## config.mk

```make
export PLATFORM = sky130hd
export DESIGN_NAME = lcd_wr_top
export DESIGN_NICKNAME = d
export VERILOG_FILES = /design/src/rtl/lcd_wr_pkg.sv /design/src/rtl/lcd_wr_timer.sv /design/src/rtl/lcd_wr_fmt.sv /design/src/rtl/lcd_wr_top.sv
export SDC_FILE = /design/constraint.sdc
export NUM_CORES = 1
export LEC_CHECK = 0
export ABC_AREA = 1
export BUFFER_PORTS_ARGS = -buffer_cell sky130_fd_sc_hd__buf_2
export CELL_PAD_IN_SITES_DETAIL_PLACEMENT = 1
export CELL_PAD_IN_SITES_GLOBAL_PLACEMENT = 1
export CORE_ASPECT_RATIO = 0.7
export CORE_UTILIZATION = 40
export DETAILED_ROUTE_END_ITERATION = 16
export MAX_ROUTING_LAYER = met4
export PLACE_DENSITY = 0.75
export SLEW_MARGIN = 40
export SYNTH_ARGS = -nofsm -noshare
export SYNTH_HDL_FRONTEND = slang
export SYNTH_SLANG_ARGS = --single-unit
```

## constraint.sdc

```tcl
create_clock -name clk -period 2.7 [get_ports clk]
set_input_delay 0.405 -clock clk [delete_from_list [all_inputs] [get_ports clk]]
set_output_delay 0.405 -clock clk [all_outputs]
set_load 0.01 [all_outputs]
```

## src/rtl/lcd_wr_pkg.sv

```systemverilog
package lcd_wr_pkg;

  typedef enum logic [2:0] {
    ST_IDLE,
    ST_SETUP,
    ST_HIGH,
    ST_HOLD,
    ST_WAIT
  } wr_state_t;

  // nanoseconds to clock cycles, rounded up, never below one
  function automatic int unsigned ns_to_cyc(longint unsigned ns, longint unsigned hz);
    longint unsigned c;
    c = (ns * hz + 64'd999_999_999) / 64'd1_000_000_000;
    if (c == 0) c = 1;
    return int'(c);
  endfunction

  function automatic int unsigned max_u(int unsigned a, int unsigned b);
    return (a > b) ? a : b;
  endfunction

endpackage

```

## src/rtl/lcd_wr_timer.sv

```systemverilog
module lcd_wr_timer #(
  parameter int W = 16
) (
  input  logic         clk,
  input  logic         rst,
  input  logic         load,
  input  logic [W-1:0] load_val,
  output logic         expired
);
  logic [W-1:0] cnt_q;

  always_ff @(posedge clk) begin
    if (rst)                cnt_q <= '0;
    else if (load)          cnt_q <= load_val;
    else if (cnt_q != '0)   cnt_q <= cnt_q - 1'b1;
  end

  assign expired = (cnt_q == '0);
endmodule

```

## src/rtl/lcd_wr_fmt.sv

```systemverilog
module lcd_wr_fmt (
  input  logic [7:0] byte_i,
  input  logic       rs_i,
  input  logic       raw_i,
  input  logic       bus4_i,
  output logic [7:0] first_o,
  output logic [7:0] second_o,
  output logic       two_o,
  output logic       long_o
);
  always_comb begin
    first_o  = (raw_i || bus4_i) ? {byte_i[7:4], 4'b0000} : byte_i;
    second_o = {byte_i[3:0], 4'b0000};
    two_o    = bus4_i && !raw_i;
    // clear display or cursor home instruction
    long_o   = !rs_i && !raw_i && (byte_i[7:2] == 6'd0) && (byte_i[1:0] != 2'd0);
  end
endmodule

```

## src/rtl/lcd_wr_top.sv

```systemverilog
module lcd_wr_top
  import lcd_wr_pkg::*;
#(
  parameter longint unsigned CLK_HZ     = 50_000_000,
  parameter longint unsigned T_AS_NS    = 40,
  parameter longint unsigned T_PW_NS    = 230,
  parameter longint unsigned T_DSW_NS   = 80,
  parameter longint unsigned T_H_NS     = 10,
  parameter longint unsigned T_CYC_NS   = 500,
  parameter longint unsigned T_SHORT_NS = 40_000,
  parameter longint unsigned T_LONG_NS  = 1_640_000
) (
  input  logic       clk,
  input  logic       rst,
  input  logic       bus_4bit,
  input  logic       in_valid,
  output logic       in_ready,
  input  logic [7:0] in_byte,
  input  logic       in_rs,
  input  logic       in_raw,
  output logic       lcd_rs,
  output logic       lcd_rw,
  output logic       lcd_e,
  output logic [7:0] lcd_db
);
  localparam int unsigned N_HIGH  = max_u(ns_to_cyc(T_PW_NS, CLK_HZ), ns_to_cyc(T_DSW_NS, CLK_HZ));
  localparam int unsigned N_CYC   = ns_to_cyc(T_CYC_NS, CLK_HZ);
  localparam int unsigned N_SETUP = max_u(ns_to_cyc(T_AS_NS, CLK_HZ),
                                          (N_CYC > N_HIGH) ? N_CYC - N_HIGH : 1);
  localparam int unsigned N_HOLD  = ns_to_cyc(T_H_NS, CLK_HZ);
  localparam int unsigned N_SHORT = ns_to_cyc(T_SHORT_NS, CLK_HZ);
  localparam int unsigned N_LONG  = ns_to_cyc(T_LONG_NS, CLK_HZ);
  localparam int unsigned N_MAX   = max_u(max_u(N_LONG, N_SHORT), max_u(N_SETUP, max_u(N_HIGH, N_HOLD)));
  localparam int          CW      = $clog2(N_MAX + 1);

  wr_state_t state_q;
  logic [7:0] first_w, second_w, second_q;
  logic       two_w, long_w, two_q, long_q;
  logic       tmr_load, tmr_done;
  logic [CW-1:0] tmr_val;
  logic       accept;

  assign in_ready = (state_q == ST_IDLE);
  assign accept   = in_valid && in_ready;
  assign lcd_rw   = 1'b0;

  lcd_wr_fmt fmt_i (
    .byte_i  (in_byte),
    .rs_i    (in_rs),
    .raw_i   (in_raw),
    .bus4_i  (bus_4bit),
    .first_o (first_w),
    .second_o(second_w),
    .two_o   (two_w),
    .long_o  (long_w)
  );

  lcd_wr_timer #(.W(CW)) tmr_i (
    .clk     (clk),
    .rst     (rst),
    .load    (tmr_load),
    .load_val(tmr_val),
    .expired (tmr_done)
  );

  // timer reload for the phase entered at this edge
  always_comb begin
    tmr_load = 1'b0;
    tmr_val  = '0;
    unique case (state_q)
      ST_IDLE:  if (accept) begin tmr_load = 1'b1; tmr_val = CW'(N_SETUP - 1); end
      ST_SETUP: if (tmr_done) begin tmr_load = 1'b1; tmr_val = CW'(N_HIGH - 1); end
      ST_HIGH:  if (tmr_done) begin tmr_load = 1'b1; tmr_val = CW'(N_HOLD - 1); end
      ST_HOLD:  if (tmr_done) begin
                  tmr_load = 1'b1;
                  if (two_q)       tmr_val = CW'(N_SETUP - 1);
                  else if (long_q) tmr_val = CW'(N_LONG - 1);
                  else             tmr_val = CW'(N_SHORT - 1);
                end
      default:  ;
    endcase
  end

  always_ff @(posedge clk) begin
    if (rst) begin
      state_q  <= ST_IDLE;
      lcd_e    <= 1'b0;
      lcd_rs   <= 1'b0;
      lcd_db   <= 8'h00;
      second_q <= 8'h00;
      two_q    <= 1'b0;
      long_q   <= 1'b0;
    end else begin
      unique case (state_q)
        ST_IDLE: if (accept) begin
          state_q  <= ST_SETUP;
          lcd_rs   <= in_rs;
          lcd_db   <= first_w;
          second_q <= second_w;
          two_q    <= two_w;
          long_q   <= long_w;
        end
        ST_SETUP: if (tmr_done) begin
          state_q <= ST_HIGH;
          lcd_e   <= 1'b1;
        end
        ST_HIGH: if (tmr_done) begin
          state_q <= ST_HOLD;
          lcd_e   <= 1'b0;
        end
        ST_HOLD: if (tmr_done) begin
          if (two_q) begin
            state_q <= ST_SETUP;
            lcd_db  <= second_q;
            two_q   <= 1'b0;
          end else begin
            state_q <= ST_WAIT;
          end
        end
        ST_WAIT: if (tmr_done) state_q <= ST_IDLE;
        default: state_q <= ST_IDLE;
      endcase
    end
  end


  rise_setup_chk: assert property (@(posedge clk) disable iff (rst)
    $rose(lcd_e) |-> ($stable(lcd_db) && $stable(lcd_rs)));


  fall_hold_chk: assert property (@(posedge clk) disable iff (rst)
    $fell(lcd_e) |-> ($stable(lcd_db) && $stable(lcd_rs)));


  busy_after_take_chk: assert property (@(posedge clk) disable iff (rst)
    (in_valid && in_ready) |=> !in_ready);


  idle_quiet_chk: assert property (@(posedge clk) disable iff (rst)
    in_ready |-> !lcd_e);


  nibble_low_zero_chk: assert property (@(posedge clk) disable iff (rst)
    (lcd_e && bus_4bit) |-> (lcd_db[3:0] == 4'h0));


  strobe_width_chk: assert property (@(posedge clk) disable iff (rst)
    $rose(lcd_e) |=> lcd_e);
endmodule

```

=== Yosys cells after proc, flatten, opt, wreduce, memory -nomap -nowiden ===
Index checks and enable logic that the tools add are counted.

* Input bits: 14
* Flip-flop bits (word level): 36
* Output and inout bits: 12
* Word-level logic and storage cells: 69

* Eq/ne operators: 10
* Reduce and logical (&&, ||, !) cells: 22
* $add $sub $neg: 1
* Muxes and demuxes: 28

{| class="wikitable"
|+ Operators by type and width
! cell !! number
|-
| 17-bit 2-to-1 mux || 5
|-
| 17-bit one-hot mux with 3 select lines || 1
|-
| 8-bit 2-to-1 mux || 3
|-
| 3-bit 2-to-1 mux || 6
|-
| 17-bit zero test || 1
|-
| 17-bit nonzero test || 1
|-
| 17-bit by 1-bit subtractor with 17-bit output (second input constant) || 1
|-
| 8-bit one-hot mux with 2 select lines || 1
|-
| 3-bit one-hot mux with 5 select lines || 1
|-
| 4-bit 2-to-1 mux || 3
|-
| 2-bit != test (second input constant) || 5
|-
| 2-bit nonzero test || 4
|-
| 3-bit by 2-bit == test with 1-bit output (second input constant) || 2
|-
| 6-bit zero test || 1
|-
| 1-bit one-hot mux with 2 select lines || 3
|-
| 3-bit AND reduction || 2
|-
| 1-bit logical AND || 5
|-
| 1-bit 2-to-1 mux || 5
|-
| 5-bit AND reduction || 1
|-
| 4-bit AND reduction || 1
|-
| 3-bit by 1-bit == test with 1-bit output (second input constant) || 1
|-
| 3-bit == test (second input constant) || 1
|-
| 3-bit zero test || 1
|-
| 3-bit OR reduction || 1
|-
| other kinds (4) || 5
|}

=== Logic depth before layout (Yosys ltp) ===
* Word-level depth: 5
* Depth in mapped cells: 13
* Mapped depth without buffers: 13

=== Hierarchy ===
Synthesis repeated with hierarchy kept, for this count alone.

* Cell total of the unflattened synthesis: 371
* Area total of the unflattened synthesis: 2,434.8 um^2

{| class="wikitable"
|+ Modules (own cells, without submodules)
! module !! area an instance (um^2) !! cells each !! instances !! seq. area each (um^2)
|-
| lcd_wr_timer || 1,177.4 || 188 || 1 || 340.3
|-
| lcd_wr_top || 1,086.0 || 151 || 1 || 460.4
|-
| lcd_wr_fmt || 171.4 || 32 || 1 || 0.0
|}

=== Worst setup path before layout ===
OpenSTA, ideal clock, no wires.

* Path type: register to register
* From: register tmr_i.cnt_q[0]
* To: register two_q
* Setup slack: 1.205 ns
* Buffers on the path: 0
* Period minus slack after synthesis: 1.495 ns
* Stages on the path, launching flop included: 11
* Setup time: 0.117 ns
* Arrival: 1.378 ns
* Data required time: 2.583 ns
* Path through: dfxtp_1 > inv_1 > ha_1 > inv_1 > nor2_1 > nand2_1 > nor2_4 > nand2_4 > o21ai_2 > a21boi_1 > nor2_1

* Word-level cells in the longest chain between the ends: 3

{| class="wikitable"
|+ Ends and longest elaborated chain
! element !! line !! RTL
|-
| start, declared || lcd_wr_timer.sv:10 || <nowiki>logic [W-1:0] cnt_q;</nowiki>
|-
| start signal, assigned || lcd_wr_timer.sv:14 || <nowiki>else if (load) cnt_q <= load_val;</nowiki>
|-
| start signal, assigned || lcd_wr_timer.sv:15 || <nowiki>else if (cnt_q != '0) cnt_q <= cnt_q - 1'b1;</nowiki>
|-
| 17-bit zero test || lcd_wr_timer.sv:18 || <nowiki>assign expired = (cnt_q == '0);</nowiki>
|-
| 2-bit != test (no source line) || n/a ||
|-
| 3-bit AND reduction (no source line) || n/a ||
|-
| end signal, assigned || lcd_wr_top.sv:100 || <nowiki>two_q <= two_w;</nowiki>
|-
| end, declared || lcd_wr_top.sv:38 || <nowiki>logic two_w, long_w, two_q, long_q;</nowiki>
|}

No other way between the ends.
A chain may end at the register's enable or synchronous reset.

=== Final worst setup path ===
Same ends and word-level chain as after synthesis.

==> summary.md <==
| Metric | Value |
|---|---|
| Outcome | completed |
| Register-to-Register Path Depth | 10 |
| Drt total wl | 6.07 mm |
| Worst hold path cell count | 3 |
| Startpoint types | flop |
| Tcrit/Tclk final | 65.8% |
| First-pass GRT wire length | a little over 10 mm |
| Layout cell share with drive strength beyond 1 | a little under a quarter |
| Initial DRC Count | 87 |
| List of most frequent post-synthesis cells | nand2_1, nor2_1, dfxtp_1 |
| Crit-path cells | inv_1 > ha_1 > inv_1 > nor2_1 > nand2_1 > nor2_4 > nand2_4 > o21ai_2 > a21boi_1 > nor2_1 |
| Final #Nets | roughly 350 |
| CTS tree | done |
| Hold path start | in_rs |
| R2r setup slk | 0.92 ns |
| Maxcap violations | 0 |
| Post-DP HPWL | about 4.8 mm |
| Clk Latency, worst-skew pair | about 0.30 ns |
| Placed cell area | 2300 sq um |
| Hold buffer count at cts | 0 |
| R2r endpoint | two_q |
| IO Count | 26 |
| Post-Synth Adder-Cell Area | 1.18% |
| Netlist cell types | 38 |
| DRC violations left | 0 |
| Die height | approximately 63 um |
| Worst Setup End Kind | flop |
| Min-delay worst type | in -> reg |
| TritonCTS Buffers | 5 |
| Power density cells | around 1400 nW/um^2 |
| Vias | 2054 |
| Grt ovf | 0 |
| WL per Instance | about 15 um |
| Max Freq | roughly 0.56 GHz |
| Vias in the first global route | 2110 |
| Post-DRT Antenna Nets | 0 |
| Lkg Pwr | ~0.0011 uW |
| Die area | ~5600 sq um |
| Post-synthesis compound-gate area fraction | around a tenth |
| Critical path peak fanout | 9 |
| CP arrival | 1.96 ns |
| First-pass iteration count of the detailed router | 4 |
| Synth Register Bits | 36 |
| Clk root buf | clkbuf_8 |
| Setup_tns | 0 ns |
| CP max stage delay | 0.34 ns |
| XOR/XNOR share of the synthesized area | 2.89% |
| Top-area cell type share of the netlist area | between 30 and 40% |
| Syn_nets | 324 |
| Post-CTS Setup Inserts | 0 |
| Layout area overhead | 13.0% |
| CTS sink cnt | 36 |
| Setup violators final | 0 |
| Ys async rst share | 0% |
| Reg-to-Reg Start | tmr_i.cnt_q[0] |
| Die X | ~89 um |
| ANT cells | 0 |
| Avg Synthesized Cell Area | 6.88 sq um |
| Synth top area cells | dfxtp_1, nand2_1, nor2_1 |
| Port buffer count | 24 |
| Yosys warns | 0 |
| Initial core utilization | 42.9% |
| PostCTS Resize Cnt | 0 |
| RSZ-0062 raised after global routing | no |
| Critical Path Slowest Stage Cell | dfxtp_1 |
| Dpl ws | roughly 0.95 ns |
| Largest net degree at the start of global routing | 21 |
| Main synth FF type | dfxtp_1 |
| VDD IR-drop max | around 440 uV |
| Post-synth EDFFs | 0 |
| Main combinational cell family by area after synthesis | simple AND/OR/NAND/NOR gates |
| Hold Fails Final Rpt | 0 |
| Placer congestion estimate | 0.839 |
| Initial antenna violation count | 0 |
| Area of the core | just under 5000 sq um |
| Cell Rows | 21 |
| Worst EP required | 2.88 ns |
| Htree depth | 2 |
| GRT Overall Usage | 25.1% |
| Clk pin slew, worst setup/hold paths | ~0.08 ns |
| Simple-Gate Fraction of Synth Area | 45.2% |
| WS Path Type | reg -> reg |
| Sequential area share after synthesis | 34.0% |
| Minimum clock period | 1.78 ns |
| Most common cell in the synthesized netlist | nand2_1 |
| Final Slew Violations | 0 |
| Clock Tree Buf Depth | 2 |
| Final WS setup | just over 0.9 ns |
| Hold endpoint | lcd_rs |
| Post-route cell area | about 2400 sq um |
| Clk_skew | just over 0.01 ns |
| Mapped Area | between 2000 and 2500 sq um |
| Mux cell area share after synthesis | 0% |
| Leading area contributor after synthesis | dfxtp_1 |
| Via density | roughly 5 |
| Mapped Cells | a little over 300 |
kinds of logic after synthesis:
kind of cell	Yosys count
AND/OR/NAND/NOR	194
AO/OA/AOI/OAI	38
flip-flops	36
XOR/XNOR	7
adder cells (fa/ha/maj)	2
other	1
buffers and inverters	30
worst max path at each step:
stage / start / endpoint / slack, ns / depth (start not counted)
6_report: tmr_i.cnt_q[0] / two_q / 0.92 / 10
5_1_grt: tmr_i.cnt_q[0] / two_q / 0.75 / 10
4_1_cts: tmr_i.cnt_q[0] / two_q / 0.91 / 10
3_5_place_dp: tmr_i.cnt_q[0] / two_q / 0.95 / 10
3_3_place_gp: tmr_i.cnt_q[0] / two_q / 1.03 / 10
2_1_floorplan: tmr_i.cnt_q[0] / two_q / 1.21 / 10
sequential cells by signal, summed over array words and instances (netlist names):
register / flops
lcd_rs: 1
lcd_e: 1
long_q: 1
two_q: 1
lcd_db: 8
state_q: 3
second_q: 4
tmr_i.cnt_q: 17
metal layers:
metal | vias up | wire length (um) | global-route usage (%)
met1 | 964 | 3380 | 37.4
li1 | 1039 | - | -
met5 | - | 0 | -
met4 | 0 | 92 | 8.33
met2 | 41 | 2330 | 33.3
met3 | 10 | 263 | 5.02
through the flow:
step                power [uW]  hold slack (ns)  utilization (%)  instances
detailed placement        2910            0.446             46.6        397
CTS                       3340            0.364             48.5        405
finish                    3330            0.368             48.5        405
global route              3640            0.379             48.5        405
floorplan                 2430            0.424                -        308
global placement          2860            0.438             46.6        397
cell usage in the layout (no fill, tap or decap), types with 6 or more instances in the layout:
cell / Yosys / routed
nand3_1: 10 / 10
nand2_1: 76 / 76
clkbuf_8: 0 / 6
inv_1: 18 / 18
buf_2: 1 / 24
nor2_1: 61 / 61
a21oi_1: 18 / 18
nand4_1: 7 / 7
o21ai_0: 8 / 8
dfxtp_1: 36 / 36
nand2_2: 12 / 12
worst max-delay path, delay by kind of cell, from the launching register on:
kind,cells,cell delay [ns]
AO/OA/AOI/OAI,2,0.46
buffers and inverters,2,0.14
flip-flops,1,0.34
adder cells (fa/ha/maj),1,0.18
AND/OR/NAND/NOR,5,0.53
power breakdown:
group / leakage, uW / switching (uW) / internal [uW]
Combinational: 0.000781 / 1330 / 680
Clock: 0.0000445 / 211 / 208
Sequential: 0.000295 / 188 / 711
layout make-up:
type | instances | area, sq um
clock buffers | 7 | 86.3
clock inverters | 1 | 7.51
fillers | 689 | 2540
inverters | 25 | 106
multi-input cells | 242 | 1260
flip-flops and latches | 36 | 721
well taps | 69 | 86.3
repair buffers | 25 | 128
(Power assumes the default switching activity.)
